`src/rtl/dma_ctxid_bank.sv`:
```
module dma_ctxid_bank #(
  parameter int unsigned NUM_CH = 2,
  parameter int unsigned SEL_W  = 4
) (
  input  logic              clk,
  input  logic              rst_n,
  input  logic              acc_req,
  input  logic              acc_wr,
  input  logic              acc_priv,
  input  logic [2:0]        acc_op1,
  input  logic [3:0]        acc_crn,
  input  logic [3:0]        acc_crm,
  input  logic [2:0]        acc_op2,
  input  logic [31:0]       acc_wdata,
  input  logic [SEL_W-1:0]  chan_sel,
  input  logic [NUM_CH-1:0] chan_busy,
  input  logic              act_valid,
  input  logic [SEL_W-1:0]  act_chan,
  output logic              acc_ack,
  output logic [31:0]       rd_data,
  output logic              undef_trap,
  output logic [7:0]        asid_out
);

  localparam logic [2:0] DEC_OP1 = 3'd0;
  localparam logic [3:0] DEC_CRN = 4'd11;
  localparam logic [3:0] DEC_CRM = 4'd15;
  localparam logic [2:0] DEC_OP2 = 3'd0;

  logic [31:0] ctx [NUM_CH];
  logic        hit, sel_ok, sel_busy, wr_en;
  logic [31:0] sel_val;
  logic [7:0]  act_asid;

  assign hit = acc_req && acc_op1 == DEC_OP1 && acc_crn == DEC_CRN &&
               acc_crm == DEC_CRM && acc_op2 == DEC_OP2;

  always_comb begin
    sel_ok   = 1'b0;
    sel_busy = 1'b0;
    sel_val  = '0;
    act_asid = '0;
    for (int i = 0; i < NUM_CH; i++) begin
      if (chan_sel == SEL_W'(i)) begin
        sel_ok   = 1'b1;
        sel_busy = chan_busy[i];
        sel_val  = ctx[i];
      end
      if (act_valid && act_chan == SEL_W'(i))
        act_asid = ctx[i][7:0];
    end
  end

  assign wr_en = hit && acc_priv && acc_wr && sel_ok && !sel_busy;

  always_ff @(posedge clk or negedge rst_n) begin
    if (!rst_n) begin
      for (int i = 0; i < NUM_CH; i++) ctx[i] <= '0;
    end else begin
      for (int i = 0; i < NUM_CH; i++)
        if (wr_en && chan_sel == SEL_W'(i)) ctx[i] <= acc_wdata;
    end
  end

  always_ff @(posedge clk or negedge rst_n) begin
    if (!rst_n) begin
      acc_ack    <= 1'b0;
      undef_trap <= 1'b0;
      rd_data    <= '0;
      asid_out   <= '0;
    end else begin
      acc_ack    <= hit && acc_priv;
      undef_trap <= hit && !acc_priv;
      rd_data    <= (hit && acc_priv && !acc_wr) ? sel_val : '0;
      asid_out   <= act_asid;
    end
  end

endmodule

```
`config.mk`:
```
export PLATFORM = sky130hd
export DESIGN_NAME = dma_ctxid_bank
export DESIGN_NICKNAME = d
export VERILOG_FILES = /design/src/rtl/dma_ctxid_bank.sv
export SDC_FILE = /design/constraint.sdc
export NUM_CORES = 1
export LEC_CHECK = 0
export CAP_MARGIN = 20
export CORE_ASPECT_RATIO = 0.7
export CORE_MARGIN = 2
export CORE_UTILIZATION = 35
export CTS_BUF_LIST = sky130_fd_sc_hd__clkbuf_8
export CTS_CLUSTER_SIZE = 25
export DETAILED_ROUTE_END_ITERATION = 16
export DONT_BUFFER_PORTS = 1
export PLACE_DENSITY = 0.51
export SETUP_SLACK_MARGIN = 0.2
export SYNTH_ARGS = -nofsm -noshare
export SYNTH_HDL_FRONTEND = slang
export SYNTH_SLANG_ARGS = --single-unit
```
`constraint.sdc`:
```
create_clock -name clk -period 0.8 [get_ports clk]
set_input_delay 0.16 -clock clk [delete_from_list [all_inputs] [get_ports clk]]
set_output_delay 0.16 -clock clk [all_outputs]
set_load 0.02 [all_outputs]
```
== Word-level counts from Yosys, hierarchy flattened ==
Index checks and enable logic that the tools add are counted.

* Input port bits: 62
* Register bits after elaboration: 106

* Reduce and logical (&&, ||, !) cells: 21
* Multiplexer cells: 9
* Eq/ne operators: 4

{| class="wikitable"
|+ Operator list
! cell !! count
|-
| two-way mux 32 bit || 3
|-
| two-way mux 8 bit || 2
|-
| logical AND 1 bit || 14
|-
| == test 4 x 1 -> 1 bit, second input constant || 2
|-
| == test 4 bit, second input constant || 2
|-
| logical NOT 4 bit || 2
|-
| logical NOT 3 bit || 2
|-
| two-way mux 1 bit || 4
|-
| logical NOT 1 bit || 3
|}

== Longest topological paths before layout ==
Gate-level depths: netlist of the first run.

* Word-level depth: 10
* Mapped depth: 6
* Gate-level depth less buffers: 4

== Worst setup path after synthesis of the first run ==
OpenSTA, ideal clock, no wires.

* Path kind: in2reg
* From: input port chan_sel[3]
* To: register ctx[10] (netlist bit)
* Slack: -1.152 ns
* Path buffers: 1
* Arrival: 1.827 ns
* Data required time: 0.675 ns
* Cell stages on the path: 5
* Path through: or4b_1 -> or2_4 -> nor4b_4 -> buf_6 -> mux2_2

* Word-level cells in the longest chain between the ends: 6
* Elaborated cells between the ends (all ways): 10
* Classes of those cells: 1 x eq/ne; 4 x mux; 5 x reduce/logical

{| class="wikitable"
|+ Ends and longest elaborated chain
! what !! line !! source
|-
| start, declared || 15 || <nowiki>input logic [SEL_W-1:0] chan_sel,</nowiki>
|-
| logical NOT 4 bit || 44 || <nowiki>if (chan_sel == SEL_W'(i)) begin</nowiki>
|-
| two-way mux 1 bit (2 in series) || 44 ||
|-
| logical AND 1 bit / logical NOT 1 bit (equally long branches) || 54 || <nowiki>assign wr_en = hit && acc_priv && acc_wr && sel_ok && !sel_busy;</nowiki>
|-
| logical AND 1 bit || 54 ||
|-
| logical AND 1 bit * || 61 || <nowiki>if (wr_en && chan_sel == SEL_W'(i)) ctx[i] <= acc_wdata;</nowiki>
|-
| end signal, assigned by index || 61 ||
|-
| end, declared || 30 || <nowiki>logic [31:0] ctx [NUM_CH];</nowiki>
|}

Mark *: on every way between the ends. The rest lies on a longest branch, timed or not.
A chain may end at the register's enable or synchronous reset.

== Worst setup path after layout of the first run ==
* From: input port chan_sel[3]
* To: register ctx[3] (netlist bit)

Same word-level chain as after synthesis.

==> results of run 1 <==
worst max-delay path by stage:
stage | endpoint | slack, ps | cells past startpoint
after floorplan | ctx[10] | -1150 | 5
after global placement | ctx[17] | -1200 | 5
after detailed placement | ctx[16] | -1250 | 5
after CTS | ctx[14] | -800 | 6
after global routing | ctx[1] | -860 | 7
final | ctx[3] | -830 | 7
what timing repair did:
item                                   CTS  global route
pin swaps                                8             1
setup endpoints to repair              147           148
endpoints found under the hold margin  207           199
setup buffers                            6             0
cloned                                   3             0
resized for setup                       50            32
metrics by stage:
stage               hold WS (ps)  area (sq um)  total power (W)  setup slack [ps]    util
finish                    -514.5          5091         0.008968            -829.1  0.4372
floorplan                 -135.6          4339         0.005575             -1152       -
detailed placement        -131.6          4504         0.005525             -1252  0.3868
global placement          -133.0          4504         0.005525             -1199  0.3868
global route              -557.8          5091         0.009372            -862.3  0.4372
CTS                       -543.6          5001         0.009130            -803.9  0.4295
power by group through the flow:
stage / Clock, W / Sequential [W] / Combinational, W
2_1_floorplan: 0 / 0.00546 / 0.000114
3_3_place_gp: 0 / 0.00546 / 0.0000651
3_5_place_dp: 0 / 0.00546 / 0.0000657
4_1_cts: 0.00370 / 0.00535 / 0.0000729
5_1_grt: 0.00394 / 0.00535 / 0.0000768
6_report: 0.00354 / 0.00535 / 0.0000741
registers in the layout, indices dropped and copies added (netlist names):
signal / flops
acc_ack: 1
undef_trap: 1
rd_data: 32
ctx: 64
asid_out: 8
per-layer routing:
layer,wire (microns),track usage,vias to the layer above
li1,-,-,998
met1,4202,0.1926,1110
met2,3815,0.2130,65
met3,549,0.05582,7
met4,95,0.04737,0
met5,0,0,-
cells in the mapped netlist:
library cell / n / share of area
and4_1: 1 / 0.0021
and4b_1: 1 / 0.0024
buf_4: 3 / 0.0054
buf_6: 3 / 0.0081
clkbuf_1: 10 / 0.0090
dfrtp_1: 106 / 0.64
inv_1: 2 / 0.0018
mux2_1: 3 / 0.0081
mux2_2: 61 / 0.17
mux2i_1: 40 / 0.096
nand4_1: 1 / 0.0015
nor2_1: 42 / 0.038
nor3b_1: 1 / 0.0018
nor4_1: 1 / 0.0015
nor4_4: 1 / 0.0051
nor4b_4: 1 / 0.0057
or2_4: 1 / 0.0021
or3_1: 1 / 0.0015
or4b_1: 1 / 0.0024
or4b_2: 1 / 0.0024
critical path: cells and delay by family:
| kind | cells | cell delay [ps] |
|---|---|---|
| AND/OR/NAND/NOR | 3 | 1010 |
| buffers and inverters | 3 | 380 |
| multiplexers | 1 | 320 |
cell families (layout without fill, tap and decap cells):
family,after synthesis,count (layout)
and+or+nand+nor,53,53
DFF,106,106
muxes,104,104
buffers and inverters,18,39
area by class of cell:
cell class | instances | share of cell area
inverter | 2 | 0.001475
sequential | 106 | 0.5291
clock buffer | 10 | 0.02703
timing repair buffer | 22 | 0.06857
multi-input combinational | 157 | 0.3195
tap | 157 | 0.03858
clock inverter | 5 | 0.01573
==> flow_metrics.py, run 1 <==
metrics = {
    "run_status": {
        "status": "complete, but fails checks",
        "violations": "hold timing, setup timing",
    },
    "logic_synthesis": {
        "synthMuxAreaShare": 0.2700,
        "ys_types": 20,
        "synth_nets": 343,
        "yosysWarnings": 0,
        "netlist_area_sq_um": 4151,
        "yosys.area_share.simple": 0.06661,
        "synthCells": 281,
        "yosys.area_share.xor_xnor": 0,
        "synth_seq_area_share": 0.6389,
        "synth-compound-area-share": 0,
        "syn_area_per_cell_sq_um": 14.77,
        "ys_ff_latch": 106,
        "synth_fa_ha_area_frac": 0,
        "synth_top_family_by_area": "multiplexers",
    },
    "cts": {
        "cts_max_level": 3,
        "clk-insertion-delay-late_ps": 360,
        "clock_sink_count": 106,
        "cts_hold_buf": 1,
        "root_buffer": "clkbuf_8",
        "clkSlewWorstSetupHoldPaths_ps": 90,
        "numCtsBuffers": 9,
        "clock_path_buffers": 2,
        "cts_tree": "yes",
    },
    "worst_setup_path": {
        "crit_type": "primary input to flip-flop",
        "slowest_delay_ps": 520,
        "crit_path_frequent_cell": "buf_6",
        "worstPathArrival_ps": 1870,
        "cp_max_fo": 5,
        "endpoint_kind": "flip-flop",
        "crit_required_ps": 1040,
        "cpMaxStageDelayCell": "or4b_4",
        "reg2reg_slack_ps": 0,
        "path_cells": "or4b_4 > or2_4 > nor4b_4 > buf_6 > buf_6 > buf_12 > mux2_2",
        "cp-start-kind": "primary input",
        "r2r_cells": 1,
        "critPathLaunch": "chan_sel[3]",
        "worst_r2r_endpoint": "ctx[6]",
        "reg2reg_from": "ctx[6]",
    },
    "timing": {
        "grt_setup_unrepaired": "true",
        "period_share": 2.036,
        "hold_viol_final": 185,
        "fin_ws_ps": -829.1,
        "clock_skew_ps": 4.358,
        "tightest_slew_ps": 250.1,
        "final-setup-viol-count": 138,
        "clock.fmax_mhz": 613.8,
        "hold_slack_ps": -514.5,
        "min_period_ps": 1629,
        "tns_ps": -69890,
        "slew_headroom": 0.8320,
        "slew_viol_final": 0,
    },
    "grt": {
        "antenna_found_initial": 0,
        "grt_usage": 0.1432,
        "grt_pass1_vias": 2317,
        "grt_start_max_net_pins": 107,
        "grt_pass1_wl_mm": 13.36,
        "overflow": 0,
    },
    "floorplanning": {
        "die_area_sq_um": 12760,
        "core_sq_um": 11640,
        "initial_core_util": 0.3565,
        "die_h_microns": 95.12,
        "row_count": 33,
        "ios": 104,
        "dieWidth_microns": 134.2,
    },
    "final_layout": {
        "syn_to_final_growth_pct": 22.63,
        "layout.cells.non_filler": 459,
        "multi_input_area_sq_um": 1627,
        "layout_commonest_cell": "dfrtp_1",
        "final_nets": 360,
        "drive_above_1_share": 0.4669,
        "fillers": 1073,
        "layout_common_cells": "dfrtp_1, mux2_4, mux2i_1, nor2_1, dfrtp_2",
        "n_antenna_cell": 0,
        "ff_latch_area_sq_um": 2694,
    },
    "place": {
        "gp_congestion": 0.6838,
        "place_inst": 434,
        "numPortBuffers": 0,
        "post-dp-hpwl_mm": 5.358,
    },
    "power_and_ir_drop": {
        "p_per_area_nw_per_um2": 1762,
        "clock_power_share": 0.395,
        "switching_share": 0.1926,
        "leakagePower_nw": 2.356,
        "p_sw_w": 0.001728,
        "pwr-share-comb": 0.008,
        "p_seq_frac": 0.597,
        "internal_power_w": 0.007241,
        "peakVddDrop_mv": 0.8063,
    },
    "route": {
        "drt_iter0_drc": 53,
        "routed_wl_mm": 8.663,
        "dr.pass1.iters": 4,
        "ant_nets": 0,
        "num_vias": 2180,
        "drcViolationCount": 0,
        "viasPerCell": 4.749,
        "post_drt_wl_per_cell_microns": 18.87,
    },
    "run": {
        "maxCapViolations": 0,
    },
    "min_path": {
        "hold_class": "primary input to async pin",
    },
}
Power figures use the tool's default switching activity.
==> run 2: changes to the inputs <==
==> constraint.sdc (replaced) <==
create_clock -name clk -period 0.8 [get_ports clk]
set_input_delay 0.12 -clock clk [delete_from_list [all_inputs] [get_ports clk]]
set_output_delay 0.12 -clock clk [all_outputs]
set_load 0.02 [all_outputs]
==> flow_metrics.py, run 2 (same netlist as run 1, synthesis figures left out) <==
metrics = {
    "route": {
        "num_vias": 2211,
        "dr.pass1.iters": 4,
        "routed_wl_mm": 9.141,
        "ant_nets": 0,
        "post_drt_wl_per_cell_microns": 19.83,
        "drt_iter0_drc": 86,
        "drcViolationCount": 0,
        "viasPerCell": 4.796,
    },
    "worst_setup_path": {
        "cp-start-kind": "primary input",
        "path_cells": "or4b_4 > or2_4 > nor4_4 > buf_4 > buf_8 > clkbuf_16 > mux2_4",
        "reg2reg_from": "ctx[32]",
        "r2r_cells": 1,
        "reg2reg_slack_ps": -10,
        "crit_required_ps": 1060,
        "worst_r2r_endpoint": "ctx[32]",
        "worstPathArrival_ps": 1830,
        "crit_type": "primary input to flip-flop",
        "cpMaxStageDelayCell": "or4b_4",
        "slowest_delay_ps": 520,
        "endpoint_kind": "flip-flop",
        "cp_max_fo": 5,
    },
    "place": {
        "numPortBuffers": 0,
        "post-dp-hpwl_mm": 5.376,
        "gp_congestion": 0.6819,
    },
    "final_layout": {
        "final_nets": 361,
        "regMostFlops": "ctx",
        "layout_commonest_cell": "dfrtp_1",
        "syn_to_final_growth_pct": 22.66,
        "post-route-util": 0.4374,
        "n_antenna_cell": 0,
        "reg_top3": "ctx (64), rd_data (32), asid_out (8)",
        "largest_register_ffs": 64,
        "layout_common_cells": "dfrtp_1, mux2_4, mux2i_1, nor2_1, dfrtp_2",
        "drive_above_1_share": 0.4704,
    },
    "floorplanning": {
        "die_area_sq_um": 12760,
        "core_sq_um": 11640,
        "dieWidth_microns": 134.2,
        "ios": 104,
        "initial_core_util": 0.3565,
        "row_count": 33,
        "die_h_microns": 95.12,
    },
    "cts": {
        "cts_hold_buf": 1,
        "cts_tree": "yes",
        "clock_path_buffers": 2,
        "root_buffer": "clkbuf_8",
        "clkSlewWorstSetupHoldPaths_ps": 100,
        "clock_sink_count": 106,
        "clk-insertion-delay-late_ps": 370,
        "cts_max_level": 3,
        "numCtsBuffers": 9,
    },
    "timing": {
        "final-setup-viol-count": 138,
        "hold_viol_final": 206,
        "grt_setup_unrepaired": "true",
        "clock.fmax_mhz": 637.4,
        "min_period_ps": 1569,
        "period_share": 1.961,
        "fin_ws_ps": -768.8,
        "slew_headroom": 0.8374,
        "clock_skew_ps": 10.94,
        "tns_ps": -65700,
        "tightest_slew_ps": 242.9,
        "slew_viol_final": 0,
        "hold_slack_ps": -569.3,
    },
    "power_and_ir_drop": {
        "leakagePower_nw": 2.360,
        "p_per_area_nw_per_um2": 1680,
        "peakVddDrop_mv": 0.7030,
    },
    "grt": {
        "antenna_found_initial": 0,
        "grt_start_max_net_pins": 107,
        "grt_pass1_vias": 2228,
        "grt_pass1_wl_mm": 12.90,
        "overflow": 0,
        "grt_usage": 0.1384,
    },
    "run": {
        "maxCapViolations": 0,
    },
    "min_path": {
        "hold_class": "primary input to async pin",
    },
    "run_status": {
        "status": "complete, but fails checks",
        "violations": "hold timing, setup timing",
    },
}
## run 2: changes by cell type in the layout (fill, tap and decap cells not counted), moves of 3 or more
cell	delta
mux2_4	+13
mux2_2	-12
buf_12	-3
clkbuf_16	+3
buf_4	+4
buf_6	-3
## run 2: final cells by class
type	instances	area (sq um)
Timing Repair Buffer	23	335.3
Inverter	2	7.507
Multi-Input combinational cell	157	1675
Sequential cell	106	2691
Clock inverter	6	48.80
Fill cell	1074	6551
Clock buffer	10	137.6
Tap cell	157	196.4
## run 2: worst max-delay path, delay by kind of cell
family / cells / cell delay (ps)
multiplexers: 1 / 290
AND/OR/NAND/NOR: 3 / 960
buffers and inverters: 3 / 460
## run 2: stage by stage
step	instances	area, sq um	setup slack, ps	hold slack [ps]	power (W)
6_report	461	5092	-768.8	-569.3	0.008553
3_3_place_gp	434	4504	-1159	-172.9	0.005525
4_1_cts	455	4811	-726.0	-593.1	0.008695
3_5_place_dp	434	4504	-1194	-171.6	0.005525
5_1_grt	461	5092	-775.8	-614.4	0.008933
2_1_floorplan	281	4339	-1112	-175.6	0.005575
## run 2: timing repair
item	4_1_cts	5_1_grt
setup buffers	3	2
setup endpoints to repair	146	147
pin swaps	8	0
hold endpoints to repair	212	210
cloned	1	4
gates resized for setup	36	58
## run 2: layer usage
layer / track usage / up-vias / part of all wire
met2: 0.2020 / 75 / 0.42
met4: 0.03947 / 0 / 0.013
met3: 0.06858 / 8 / 0.077
met1: 0.1825 / 1129 / 0.49
met5: 0 / - / 0
li1: - / 999 / -
## run 2: worst max path at each step
stage	from	end	slack, ps	cells past startpoint
after floorplan	chan_sel[3]	ctx[10]	-1110	5
after global placement	chan_sel[3]	ctx[17]	-1160	5
after detailed placement	chan_sel[3]	ctx[15]	-1190	5
after CTS	chan_sel[3]	ctx[16]	-730	5
after global routing	chan_sel[3]	ctx[43]	-780	7
final	chan_sel[3]	ctx[50]	-770	7
## run 2: where the power goes
group	internal [W]	leakage [nW]	switching, W
clock network	0.00125	0.0972	0.00187
registers	0.00535	1.43	0.0000000336
logic	0.0000631	0.833	0.0000111
total	0.00667	2.36	0.00188
